<file path="config.mk">
export PLATFORM = sky130hd
export DESIGN_NAME = eeprom_rd_seq
export DESIGN_NICKNAME = d
export VERILOG_FILES = /design/src/rtl/eeprom_rd_pkg.sv /design/src/rtl/eeprom_dwell_timer.sv /design/src/rtl/eeprom_frame_shifter.sv /design/src/rtl/eeprom_rd_seq.sv
export SDC_FILE = /design/constraint.sdc
export NUM_CORES = 1
export LEC_CHECK = 0
export CORE_ASPECT_RATIO = 1.5
export CORE_MARGIN = 2
export CORE_UTILIZATION = 45
export DETAILED_ROUTE_END_ITERATION = 8
export PLACE_DENSITY = 0.74
export SETUP_SLACK_MARGIN = 0.15
export SLEW_MARGIN = 20
export SYNTH_ARGS = -nofsm -noshare
export SYNTH_HDL_FRONTEND = slang
export SYNTH_SLANG_ARGS = --single-unit
</file>
<file path="constraint.sdc">
create_clock -name clk -period 2.3 [get_ports clk]
set_input_delay 0.345 -clock clk [delete_from_list [all_inputs] [get_ports clk]]
set_output_delay 0.345 -clock clk [all_outputs]
set_load 0.02 [all_outputs]
</file>
<file path="src/rtl/eeprom_rd_pkg.sv">
package eeprom_rd_pkg;

  localparam int          OP_W      = 8;
  localparam int          DATA_W    = 8;
  localparam logic [7:0]  OP_RDDATA = 8'h03;
  localparam logic [7:0]  OP_RDSTAT = 8'h05;

  typedef enum logic [3:0] {
    ST_IDLE,
    ST_WAKE_HI,
    ST_WAKE_LO,
    ST_CS_SETUP,
    ST_CLK_HI,
    ST_CLK_LO,
    ST_CS_END,
    ST_GAP,
    ST_HOLD
  } seq_state_e;

endpackage

</file>
<file path="src/rtl/eeprom_dwell_timer.sv">
module eeprom_dwell_timer #(
  parameter int HALF_DIV = 250
) (
  input  logic clk,
  input  logic rst,
  input  logic run,
  output logic tick
);
  localparam int CW = (HALF_DIV > 1) ? $clog2(HALF_DIV) : 1;
  localparam logic [CW-1:0] LAST = CW'(HALF_DIV - 1);

  logic [CW-1:0] cnt_q;

  assign tick = run && (cnt_q == LAST);

  always_ff @(posedge clk) begin
    if (rst || !run || tick) cnt_q <= '0;
    else                     cnt_q <= cnt_q + 1'b1;
  end

  generate
    if (HALF_DIV > 1) begin : g_gap

      tick_spacing_chk: assert property (@(posedge clk) disable iff (rst)
        tick |=> !tick);
    end
  endgenerate

endmodule

</file>
<file path="src/rtl/eeprom_frame_shifter.sv">
module eeprom_frame_shifter
  import eeprom_rd_pkg::*;
#(
  parameter int ADDR_W = 8
) (
  input  logic              clk,
  input  logic              rst,
  input  logic              load,
  input  logic              load_status,
  input  logic [ADDR_W-1:0] load_addr,
  input  logic              shift,
  input  logic              sample,
  input  logic              miso,
  output logic              mosi,
  output logic [DATA_W-1:0] rx_byte
);
  localparam int TX_W = OP_W + ADDR_W;

  logic [TX_W-1:0]   tx_q;
  logic [DATA_W-1:0] rx_q;

  always_ff @(posedge clk) begin
    if (rst) begin
      tx_q <= '0;
    end else if (load) begin
      tx_q <= load_status ? {OP_RDSTAT, {ADDR_W{1'b0}}} : {OP_RDDATA, load_addr};
    end else if (shift) begin
      tx_q <= {tx_q[TX_W-2:0], 1'b0};
    end
  end

  always_ff @(posedge clk) begin
    if (rst)         rx_q <= '0;
    else if (sample) rx_q <= {rx_q[DATA_W-2:0], miso};
  end

  assign mosi    = tx_q[TX_W-1];
  assign rx_byte = rx_q;


  load_shift_excl_chk: assert property (@(posedge clk) disable iff (rst)
    !(load && shift));


  rx_quiet_chk: assert property (@(posedge clk) disable iff (rst)
    !sample |=> $stable(rx_byte));

endmodule

</file>
<file path="src/rtl/eeprom_rd_seq.sv">
module eeprom_rd_seq
  import eeprom_rd_pkg::*;
#(
  parameter int HALF_DIV    = 250,
  parameter int ADDR_W      = 8,
  parameter int CNT_W       = 8,
  parameter int WAKE_PULSES = 2
) (
  input  logic              clk,
  input  logic              rst,
  input  logic              start,
  input  logic [ADDR_W-1:0] start_addr,
  input  logic [CNT_W-1:0]  nbytes,
  input  logic              status_mode,
  output logic              busy,
  output logic              done,
  output logic [7:0]        out_data,
  output logic              out_valid,
  input  logic              out_ready,
  output logic              spi_cs_n,
  output logic              spi_sck,
  output logic              spi_mosi,
  input  logic              spi_miso
);
  localparam int TX_W      = OP_W + ADDR_W;
  localparam int FRAME_MAX = TX_W + DATA_W;
  localparam int KW        = $clog2(FRAME_MAX + 1);
  localparam int WW        = (WAKE_PULSES > 1) ? $clog2(WAKE_PULSES) : 1;
  localparam int RW        = (HALF_DIV > 1) ? $clog2(HALF_DIV + 1) : 1;

  seq_state_e        state_q;
  logic [KW-1:0]     k_q;
  logic [WW-1:0]     wcnt_q;
  logic              wake_pend_q;
  logic [ADDR_W-1:0] addr_q;
  logic [CNT_W-1:0]  rem_q;
  logic              status_q;
  logic              valid_q;
  logic              done_q;

  logic              run, tick;
  logic              ld, ld_status, shift, sample;
  logic [ADDR_W-1:0] ld_addr;
  logic [KW-1:0]     n_out, k_last;
  logic              samp_win, wake_last;

  // ---------------- dwell timing ----------------
  assign run = (state_q != ST_IDLE) && (state_q != ST_HOLD);

  eeprom_dwell_timer #(.HALF_DIV(HALF_DIV)) u_timer (
    .clk  (clk),
    .rst  (rst),
    .run  (run),
    .tick (tick)
  );

  // ---------------- frame geometry ----------------
  assign n_out     = status_q ? KW'(OP_W) : KW'(TX_W);
  assign k_last    = n_out + KW'(DATA_W - 1);
  assign samp_win  = (k_q >= n_out - KW'(1)) && (k_q <= n_out + KW'(DATA_W - 2));
  assign wake_last = (wcnt_q == WW'(WAKE_PULSES - 1));

  // ---------------- shifter control ----------------
  always_comb begin
    ld        = 1'b0;
    ld_status = status_q;
    ld_addr   = addr_q;
    unique case (state_q)
      ST_IDLE: begin
        if (start && (nbytes != '0) && !wake_pend_q) begin
          ld        = 1'b1;
          ld_status = status_mode;
          ld_addr   = start_addr;
        end
      end
      ST_WAKE_LO: ld = tick && wake_last;
      ST_HOLD: begin
        if (out_ready && (rem_q != CNT_W'(1))) begin
          ld      = 1'b1;
          ld_addr = addr_q + 1'b1;
        end
      end
      default: ;
    endcase
  end

  assign shift  = (state_q == ST_CLK_HI) && tick;
  assign sample = (state_q == ST_CLK_LO) && tick && samp_win;

  eeprom_frame_shifter #(.ADDR_W(ADDR_W)) u_shift (
    .clk         (clk),
    .rst         (rst),
    .load        (ld),
    .load_status (ld_status),
    .load_addr   (ld_addr),
    .shift       (shift),
    .sample      (sample),
    .miso        (spi_miso),
    .mosi        (spi_mosi),
    .rx_byte     (out_data)
  );

  // ---------------- sequencer ----------------
  always_ff @(posedge clk) begin
    if (rst) begin
      state_q     <= ST_IDLE;
      k_q         <= '0;
      wcnt_q      <= '0;
      wake_pend_q <= 1'b1;
      addr_q      <= '0;
      rem_q       <= '0;
      status_q    <= 1'b0;
      valid_q     <= 1'b0;
      done_q      <= 1'b0;
    end else begin
      done_q <= 1'b0;
      unique case (state_q)
        ST_IDLE: begin
          if (start) begin
            if (nbytes == '0) begin
              done_q <= 1'b1;
            end else begin
              addr_q   <= start_addr;
              rem_q    <= nbytes;
              status_q <= status_mode;
              if (wake_pend_q) begin
                wcnt_q  <= '0;
                state_q <= ST_WAKE_HI;
              end else begin
                state_q <= ST_CS_SETUP;
              end
            end
          end
        end
        ST_WAKE_HI: if (tick) state_q <= ST_WAKE_LO;
        ST_WAKE_LO: begin
          if (tick) begin
            if (wake_last) begin
              wake_pend_q <= 1'b0;
              state_q     <= ST_CS_SETUP;
            end else begin
              wcnt_q  <= wcnt_q + 1'b1;
              state_q <= ST_WAKE_HI;
            end
          end
        end
        ST_CS_SETUP: begin
          if (tick) begin
            k_q     <= '0;
            state_q <= ST_CLK_HI;
          end
        end
        ST_CLK_HI: if (tick) state_q <= ST_CLK_LO;
        ST_CLK_LO: begin
          if (tick) begin
            if (k_q == k_last) begin
              state_q <= ST_CS_END;
            end else begin
              k_q     <= k_q + 1'b1;
              state_q <= ST_CLK_HI;
            end
          end
        end
        ST_CS_END: if (tick) state_q <= ST_GAP;
        ST_GAP: begin
          if (tick) begin
            valid_q <= 1'b1;
            state_q <= ST_HOLD;
          end
        end
        ST_HOLD: begin
          if (out_ready) begin
            valid_q <= 1'b0;
            if (rem_q == CNT_W'(1)) begin
              done_q  <= 1'b1;
              state_q <= ST_IDLE;
            end else begin
              addr_q  <= addr_q + 1'b1;
              rem_q   <= rem_q - 1'b1;
              state_q <= ST_CS_SETUP;
            end
          end
        end
        default: state_q <= ST_IDLE;
      endcase
    end
  end

  always_comb begin
    spi_cs_n = !((state_q == ST_CS_SETUP) || (state_q == ST_CLK_HI) ||
                 (state_q == ST_CLK_LO));
    spi_sck  = (state_q == ST_WAKE_HI) || (state_q == ST_CLK_HI);
  end

  assign busy      = (state_q != ST_IDLE);
  assign done      = done_q;
  assign out_valid = valid_q;

  // ---------------- assertions ----------------
  logic [2:0]    pins_q;
  logic [RW-1:0] run_len_q;
  logic          armed_q;
  logic [2:0]    pins_now;

  assign pins_now = {spi_cs_n, spi_sck, spi_mosi};

  always_ff @(posedge clk) begin
    if (rst) begin
      pins_q    <= 3'b100;
      run_len_q <= '0;
      armed_q   <= 1'b0;
    end else begin
      pins_q <= pins_now;
      if (pins_now != pins_q) begin
        run_len_q <= '0;
        armed_q   <= 1'b1;
      end else if (run_len_q != RW'(HALF_DIV)) begin
        run_len_q <= run_len_q + 1'b1;
      end
    end
  end


  dwell_min_chk: assert property (@(posedge clk) disable iff (rst)
    (armed_q && (pins_now != pins_q)) |-> (run_len_q >= RW'(HALF_DIV - 1)));


  mosi_hold_high_chk: assert property (@(posedge clk) disable iff (rst)
    (spi_sck && $past(spi_sck)) |-> $stable(spi_mosi));


  valid_hold_chk: assert property (@(posedge clk) disable iff (rst)
    (out_valid && !out_ready) |=> (out_valid && $stable(out_data)));


  bus_quiet_hold_chk: assert property (@(posedge clk) disable iff (rst)
    out_valid |-> (spi_cs_n && !spi_sck));


  done_pulse_chk: assert property (@(posedge clk) disable iff (rst)
    done |=> !done);


  reset_idle_chk: assert property (@(posedge clk) disable iff (rst)
    $past(rst) |-> (!busy && !out_valid && spi_cs_n));

endmodule

</file>
# Yosys cells after proc, flatten, opt, wreduce, memory -nomap -nowiden
# Index checks and enable logic that the tools add are counted.
[op_classes]
n_lt_le_gt_ge = 2
eq_ne = 26
mux = 55
reduce_logical = 34
add_sub_neg = 8
bitwise_logic = 1
[ops]
columns = ["operator", "n"]
rows = [
  ["8-bit 2-to-1 mux", 10],
  ["8-bit case mux with 2 select lines", 3],
  ["4-bit 2-to-1 mux", 10],
  ["4-bit case mux with 9 select lines", 1],
  ["16-bit 2-to-1 mux", 2],
  ["2-bit inequality test (second input constant)", 13],
  ["5-bit 2-to-1 mux", 4],
  ["8-bit by 1-bit adder with 8-bit output (second input constant)", 2],
  ["4-bit by 3-bit == test with 1-bit output (second input constant)", 4],
  ["1-bit 2-to-1 mux", 15],
  ["11-bit 2-to-1 mux", 1],
  ["5-bit by 3-bit adder with 5-bit output (second input constant)", 2],
  ["1-bit logical AND", 10],
  ["5-bit case mux with 2 select lines", 1],
  ["10-bit AND reduction", 1],
  ["5-bit AND reduction", 2],
  ["2-bit nonzero test", 5],
  ["3-bit AND reduction", 3],
  ["4-bit by 2-bit == test with 1-bit output (second input constant)", 2],
  ["8-bit by 1-bit == test with 1-bit output (second input constant)", 1],
  ["8-bit == test (second input constant)", 1],
  ["8-bit zero test", 1],
  ["2-bit 2-to-1 mux", 4],
  ["8-bit by 1-bit inequality test with 1-bit output (second input constant)", 1],
  ["other kinds (19)", 27],
]
[totals]
reg_bits = 62
elab_cells = 138
input_bits = 22
output_inout_bits = 14

# Longest topological paths before layout
# Gate-level depths: netlist of the first run.
[logic_depth]
ltp_word = 7
ltp_mapped = 10
ltp_nobuf = 7

# Cells and area by module
# Synthesis of the first run repeated with hierarchy kept, for this count alone.
[unflattened]
hier_cells = 457
area_unflattened_um2 = 3783.6
[by_module_without_submodules]
columns = ["module", "seq_area_each_um2", "area_per_inst_um2", "cells_each", "n_inst"]
rows = [
  ["eeprom_rd_seq", 600.6, 2349.8, 319, 1],
  ["eeprom_frame_shifter", 480.5, 1064.8, 99, 1],
  ["eeprom_dwell_timer", 160.2, 369.1, 39, 1],
]

# Worst setup path before layout of the first run
# OpenSTA, ideal clock, no wires.
[synth_timing]
path_kind = "reg-to-reg"
start = "reg status_q"
end = "reg u_shift.rx_q[0], in the netlist u_shift.rx_byte[0]"
slack_ns = 0.180
synth_period_minus_slack_ns = 2.120
stages_incl_launch_ff = 9
path_buffers = 1
t_arrival_ns = 1.992
setup_time_ns = 0.128
t_required_ns = 2.172
cell_sequence = "dfxtp_1 inv_1 ha_1 and3_1 a221o_1 a2111o_1 clkbuf_1 mux2i_1 nor2_1"
[synth_via]
elab_chain_len = 5
elab_cells_between_ends = 7
classes_between = "add/sub (2); order compare (2); mux (1); reduce/logical (2)"
[synth_lines]
columns = ["item", "line_no", "source"]
rows = [
  ["start: declaration", "eeprom_rd_seq.sv:37", "logic status_q;"],
  ["start signal: assignment", "eeprom_rd_seq.sv:125", "status_q <= status_mode;"],
  ["5-bit 2-to-1 mux *", "eeprom_rd_seq.sv:58", "assign n_out = status_q ? KW'(OP_W) : KW'(TX_W);"],
  ["5-bit by 1-bit subtractor with 5-bit output or 5-bit by 3-bit adder with 5-bit output (tied branches)", "eeprom_rd_seq.sv:60", "assign samp_win = (k_q >= n_out - KW'(1)) && (k_q <= n_out + KW'(DATA_W - 2));"],
  ["5-bit >= comparator or 5-bit less-or-equal comparator (tied branches)", "eeprom_rd_seq.sv:60", ""],
  ["1-bit logical AND *", "eeprom_rd_seq.sv:60", ""],
  ["1-bit logical AND *", "eeprom_rd_seq.sv:88", "assign sample = (state_q == ST_CLK_LO) && tick && samp_win;"],
  ["end signal: assignment", "eeprom_frame_shifter.sv:34", "else if (sample) rx_q <= {rx_q[DATA_W-2:0], miso};"],
  ["end: declaration", "eeprom_frame_shifter.sv:20", "logic [DATA_W-1:0] rx_q;"],
]
# Mark *: on every way between the ends. The rest lies on a longest branch, timed or not.
# A chain may end at the register's enable or synchronous reset.

# Worst setup path in the final report of the first run
[layout_timing]
start = "reg rem_q[1]"
end = "reg u_shift.tx_q[3]"
[layout_via]
elab_chain_len = 6
elab_cells_between_ends = 9
classes_between = "eq/ne (1); mux (6); reduce/logical (2)"
[layout_lines]
columns = ["item", "line_no", "source"]
rows = [
  ["start: declaration", "eeprom_rd_seq.sv:36", "logic [CNT_W-1:0] rem_q;"],
  ["start signal: assignment", "eeprom_rd_seq.sv:124", "rem_q <= nbytes;"],
  ["start signal: assignment", "eeprom_rd_seq.sv:179", "rem_q <= rem_q - 1'b1;"],
  ["8-bit by 1-bit inequality test with 1-bit output *", "eeprom_rd_seq.sv:78", "if (out_ready && (rem_q != CNT_W'(1))) begin"],
  ["1-bit logical AND *", "eeprom_rd_seq.sv:78", ""],
  ["8-bit 2-to-1 mux", "eeprom_rd_seq.sv:78", ""],
  ["8-bit case mux with 2 select lines", "eeprom_rd_seq.sv:68", "unique case (state_q)"],
  ["11-bit 2-to-1 mux", "eeprom_frame_shifter.sv:26", "tx_q <= load_status ? {OP_RDSTAT, {ADDR_W{1'b0}}} : {OP_RDDATA, load_addr};"],
  ["16-bit 2-to-1 mux", "eeprom_frame_shifter.sv:25", "end else if (load) begin"],
  ["end signal: assignment", "eeprom_frame_shifter.sv:26", ""],
  ["end signal: assignment", "eeprom_frame_shifter.sv:28", "tx_q <= {tx_q[TX_W-2:0], 1'b0};"],
  ["end: declaration", "eeprom_frame_shifter.sv:19", "logic [TX_W-1:0] tx_q;"],
]
# Marked as above.

==> impl_metrics.tcl, run 1 <==
set metrics [dict create \
    die_height_um 111.3 \
    period_share_pct 90.70 \
    drv_cap 0 \
    cts_root_buf "clkbuf_16" \
    tightest_slew_ps 407.3 \
    power_frac_seq_pct 36.6 \
    arrival_ps 2330 \
    drt_iter0_drc 264 \
    start_kind "flip-flop" \
    finalMaxSlewViolations 0 \
    finalSetupViolations 0 \
    cts_buffers 9 \
    dieArea_um2 8411 \
    p_leak_nw 1.807 \
    vias 3434 \
    yosysSeqAreaShare_pct 35.92 \
    viasPerCell 5.791 \
    synthFlopType "dfxtp_1" \
    synth_top_cell_area_share_pct 35.92 \
    syn-cell-area_um2 3456 \
    num_antenna_cells 0 \
    clock_sinks 62 \
    ys_warn_count 0 \
    ioPinCount 36 \
    dr.pass1.iters 5 \
    cp_slowest_cell "a221o_2" \
    grt_pass1_wl_um 14950 \
    worst-setup-path-type "flip-flop to flip-flop" \
    syn_inst 433 \
    clk_pin_slew_worst_paths_ps 50 \
    post_drt_wl_per_cell_um 15.49 \
    final-hold-violation-count 0 \
    grt_max_degree 23 \
    dpl_cell_area_um2 4081 \
    synth_nets 465 \
    layout_commonest_cell "nand2_1" \
    fin_nets 520 \
    peakVddDrop_mv 0.5112 \
    fp.dieW_um 75.55 \
    cp.required_ps 2540 \
    synth_cell_types 59 \
    drive_gt1_share_pct 18.13 \
    slowest_delay_ps 450 \
    track_usage_pct 22.74 \
    path_cells "inv_2 -> ha_4 -> or3b_4 -> o211ai_4 -> nand2_1 -> a221o_2 -> nor4_2" \
    max-slew-margin-rel_pct 72.56 \
    grt_pass1_vias 3290 \
    p_clk_share_pct 34.0 \
    overflow 0 \
    layout_common_cells "62 x nand2_1, 56 x dfxtp_1, 48 x nor2_1" \
    fin_skew_ps 7.773 \
    synth_edf_count 0 \
    power_frac_comb_pct 29.4 \
    synth_top_cell_by_area "dfxtp_1" \
    worstSkewPairLatency_ps 330 \
    p_per_area_nw_per_um2 812.2 \
    cp_max_fo 6 \
    max_freq_mhz 479.4 \
    min_period_ps 2086 \
    initial_utilization_pct 45.99 \
    drtAntennaViolNets 0 \
    area_delta_synth_final_pct 31.14 \
    design_area_um2 4532 \
    crit_family "simple AND/OR/NAND/NOR gates" \
    std_cell_rows 39 \
    core_area_um2 7515 \
    drcViolationCount 0 \
    drt-total-wl_um 9186 \
    holdWs_ps 438.0 \
    swShare_pct 32.95 \
    grt_setup_unrepaired "false" \
    internal_power_mw 2.468 \
    critPathCaptureType "flip-flop" \
    dp_hpwl_um 6632 \
    htree_levels 3 \
    gp_congestion 0.9136 \
    clockBufferDepth 2 \
    antenna_found_initial 0 \
    ys_async_sr_fraction_pct 0 \
    cp_num_buf_inv 1 \
    ys_ff_latch 62 \
    p_sw_mw 1.213 \
    portBuffers 35 \
    post_synth.cell_area_avg_um2 7.981 \
    cts_tree "built" \
    hp-class "input pin to flip-flop" \
    synthTopCellsByArea "dfxtp_1 36%, nand2_1 6.7%, nor2_1 5.3%" \
    status "finished clean" \
]
## routing by layer
layer	vias to the layer above	wire, um	track usage, %
met5	-	0	0
met4	0	200	10.64
met3	16	444	5.701
met2	103	4815	37.86
met1	1648	3725	26.50
li1	1667	-	-
## per-stage QoR
| stage | setup TNS (ps) | std cells | setup WS, ps | total power, mW | utilization, % |
|---|---|---|---|---|---|
| after floorplan | 0 | 433 | 180.0 | 1.955 | - |
| after global placement | -1831 | 577 | -154.7 | 2.345 | 54.31 |
| after detailed placement | -3764 | 577 | -233.8 | 2.361 | 54.31 |
| after CTS | 0 | 591 | 110.2 | 3.631 | 58.54 |
| after global routing | 0 | 593 | 141.1 | 3.863 | 60.31 |
| final | 0 | 593 | 213.8 | 3.681 | 60.31 |
## power groups by stage
stage                     clock, mW  combinational (mW)  sequential [mW]
after global routing           1.31                1.19             1.36
after detailed placement          0                1.02             1.34
final                          1.25                1.08             1.35
after global placement            0                1.01             1.34
after floorplan                   0               0.695             1.26
after CTS                      1.27                1.03             1.33
## what timing repair did
| item | in CTS | in global routing |
|---|---|---|
| pin swaps | 2 | 10 |
| hold buffers | 0 | 0 |
| hold endpoints to repair | 0 | 0 |
| setup endpoints to repair | 22 | 43 |
| resized for setup | 14 | 30 |
| setup buffers | 0 | 2 |
## flip-flops by register name, summed over array words and instances, names as in the netlist
register,cells
u_shift.tx_q,16
addr_q,8
rem_q,8
u_shift.rx_byte,8
u_timer.cnt_q,8
k_q,5
state_q,4
done,1
out_valid,1
status_q,1
wake_last,1
wake_pend_q,1
## cell usage after synthesis, types with 5 or more instances
cell type and instances:
dfxtp_1 62, nand2_1 62, nor2_1 49, a21oi_1 27, o21ai_0 19, nor3_1 17, mux2i_1 15, clkbuf_1 14
nand3_1 13, xnor2_1 11, ha_1 10, inv_1 10, buf_2 9, o211ai_1 7, o31ai_1 7, a31oi_1 6
and3_1 6, nand4_1 6, a211oi_1 5, a221oi_1 5, nor4_1 5
## final cells by class
type                            instances  area, um^2
Tap cell                              102       127.6
Fill cell                             693        2983
Clock inverter                          1       5.005
Timing Repair Buffer                   72       659.4
Multi-Input combinational cell        333        2176
Inverter                               10       37.54
Clock buffer                           13       270.3
Sequential cell                        62        1256
## worst paths after layout
path	startpoint	endpoint	slack, ps	cells after the start
max	rem_q[1]	u_shift.tx_q[3]	210	7
min	nbytes[2]	rem_q[2]	440	5
max reg2reg	rem_q[1]	u_shift.tx_q[3]	210	7
min reg2reg	u_shift.tx_q[11]	u_shift.tx_q[11]	450	2
## cells by family after synthesis
kind of cell / synth area share, %
and+or+nand+nor: 27.05
AOI/OAI and AO/OA: 20.17
DFF: 35.92
buffers and inverters: 4.779
muxes: 4.670
xor gates and xnor gates: 3.801
adders and majority gates: 3.621
## worst reg2reg max path, stage by stage (launching register included)
cell and delay, ps:
dfxtp_4 360, inv_2 80, ha_4 130, or3b_4 410
o211ai_4 220, nand2_1 80, a221o_2 450, nor4_2 270
(Power assumes the default switching activity.)
==> run 2, diff against run 1 <==
--- a/config.mk
+++ b/config.mk
@@ -5,11 +5,13 @@
 export SDC_FILE = /design/constraint.sdc
 export NUM_CORES = 1
 export LEC_CHECK = 0
+export CELL_PAD_IN_SITES_DETAIL_PLACEMENT = 1
+export CELL_PAD_IN_SITES_GLOBAL_PLACEMENT = 1
 export CORE_ASPECT_RATIO = 1.5
 export CORE_MARGIN = 2
-export CORE_UTILIZATION = 45
+export CORE_UTILIZATION = 42
 export DETAILED_ROUTE_END_ITERATION = 8
-export PLACE_DENSITY = 0.74
+export PLACE_DENSITY = 0.87
 export SETUP_SLACK_MARGIN = 0.15
 export SLEW_MARGIN = 20
 export SYNTH_ARGS = -nofsm -noshare
==> impl_metrics.tcl, run 2 (synthesized netlist as in run 1, its figures left out) <==
set metrics [dict create \
    largest_register_ffs 16 \
    cp_num_buf_inv 1 \
    p_leak_nw 1.873 \
    period_share_pct 99.32 \
    preCtsSetupSlack_ps -435.9 \
    final_core_util_pct 57.80 \
    drive_gt1_share_pct 19.72 \
    worstSkewPairLatency_ps 340 \
    cp_slowest_cell "nor3_1" \
    overflow 0 \
    max_freq_mhz 437.8 \
    final_cells 607 \
    grt_setup_unrepaired "true" \
    final-hold-violation-count 0 \
    htree_levels 3 \
    max-slew-margin-rel_pct 68.43 \
    grt_pass1_wl_um 19410 \
    viasPerCell 6.046 \
    peakVddDrop_mv 0.4686 \
    clockBufferDepth 2 \
    core_area_um2 8008 \
    dp_hpwl_um 8322 \
    globalRouteMet3Util_pct 5.102 \
    layout_common_cells "62 x nand2_1, 56 x dfxtp_1, 48 x nor2_1" \
    dieArea_um2 8985 \
    clk_pin_slew_worst_paths_ps 50 \
    p_per_area_nw_per_um2 827.2 \
    cp.required_ps 2550 \
    fin_skew_ps 7.069 \
    cp_max_fo 9 \
    antenna_found_initial 0 \
    tightest_slew_ps 472.4 \
    gr-usage-met1_pct 27.96 \
    setup_ws_ps 15.62 \
    multi_input_area_um2 2195 \
    portBuffers 35 \
    gp_congestion 0.8766 \
    dp_cells 588 \
    worst-setup-path-type "flip-flop to flip-flop" \
    start_kind "flip-flop" \
    finalPower_mw 3.829 \
    initial_utilization_pct 43.16 \
    drv_cap 0 \
    dr.pass1.iters 4 \
    layout_commonest_cell "nand2_1" \
    drcViolationCount 0 \
    arrival_ps 2530 \
    min_period_ps 2284 \
    drt-total-wl_um 12610 \
    ioPinCount 36 \
    top_usage_layer "met2" \
    cts_tree "built" \
    std_cell_rows 40 \
    grt_pass1_vias 3927 \
    die_height_um 115.1 \
    crit_family "simple AND/OR/NAND/NOR gates" \
    n_fill_cell 966 \
    drtAntennaViolNets 0 \
    status "finished clean" \
    fin_nets 531 \
    met2_usage_pct 52.76 \
    top_register "u_shift.tx_q" \
    cts-hold-fix-buffers 0 \
    critPathCaptureType "flip-flop" \
    register_area_um2 1254 \
    post_drt_wl_per_cell_um 20.77 \
    grt_max_degree 19 \
    fp.dieW_um 78.07 \
    finalSetupViolations 0 \
    path_cells "nor3_1 -> o2111a_2 -> buf_4 -> nor2_1 -> a221o_1 -> nor4_2" \
    area_delta_synth_final_pct 33.92 \
    slowest_delay_ps 460 \
    drt_iter0_drc 172 \
    cts_buffers 9 \
    track_usage_pct 27.75 \
    vias 3670 \
    cts_root_buf "clkbuf_16" \
    finalMaxSlewViolations 0 \
    clock_sinks 62 \
    hp-class "input pin to flip-flop" \
    num_antenna_cells 0 \
]
==> run 2: changes by cell type in the layout (fill, tap and decap cells not counted), sizes merged <==
cell	delta
dlymetal6s2s	+1
clkdlybuf4s50	-1
buf	+11
==> run 2: worst register-to-register path, delay by kind of cell (launching register included) <==
kind / cells / cell delay [ps]
compound gates: 2 / 810
flops: 1 / 420
buf+inv: 1 / 150
simple gates: 3 / 820
==> run 2: final timing paths <==
kind	start	endpoint	slack, ps	cells after the start
worst max-delay path	state_q[0]	u_shift.tx_q[3]	20	6
worst min-delay path	nbytes[2]	rem_q[2]	410	5
worst max register to register	state_q[0]	u_shift.tx_q[3]	20	6
worst min register to register	u_shift.tx_q[14]	u_shift.tx_q[14]	460	2
==> run 2: timing repair <==
action | in CTS | in global routing
buffers inserted | 2 | 3
endpoints found under the setup margin | 27 | 43
resized for setup | 23 | 26
pin swaps | 5 | 12
==> run 2: final cells by class <==
class	count	share of cell area [%]
multi-input cells	333	47.42
flip-flops and latches	62	27.09
repair buffers	83	15.90
clock buffers	13	5.839
well taps	105	2.839
inverters	10	0.8110
clock inverters	1	0.1081
==> run 2: layer usage <==
layer  routed length, um  vias up
li1                    -     1685
met1                4705     1816
met2                6883      124
met3                 504       45
met4                 515        0
met5                   0        -
==> run 2: metrics by stage <==
stage	hold WS (ps)	instance area [um^2]	setup TNS, ps
6_report	407.3	4628	0
5_1_grt	465.9	4628	0
4_1_cts	454.9	4513	0
3_5_place_dp	448.1	4133	-7065
3_3_place_gp	439.2	4133	-2731
2_1_floorplan	429.5	3456	0
==> run 2: power breakdown <==
part | internal [mW] | switching, mW
Clock | 0.802 | 0.473
Sequential | 1.18 | 0.161
Combinational | 0.522 | 0.692
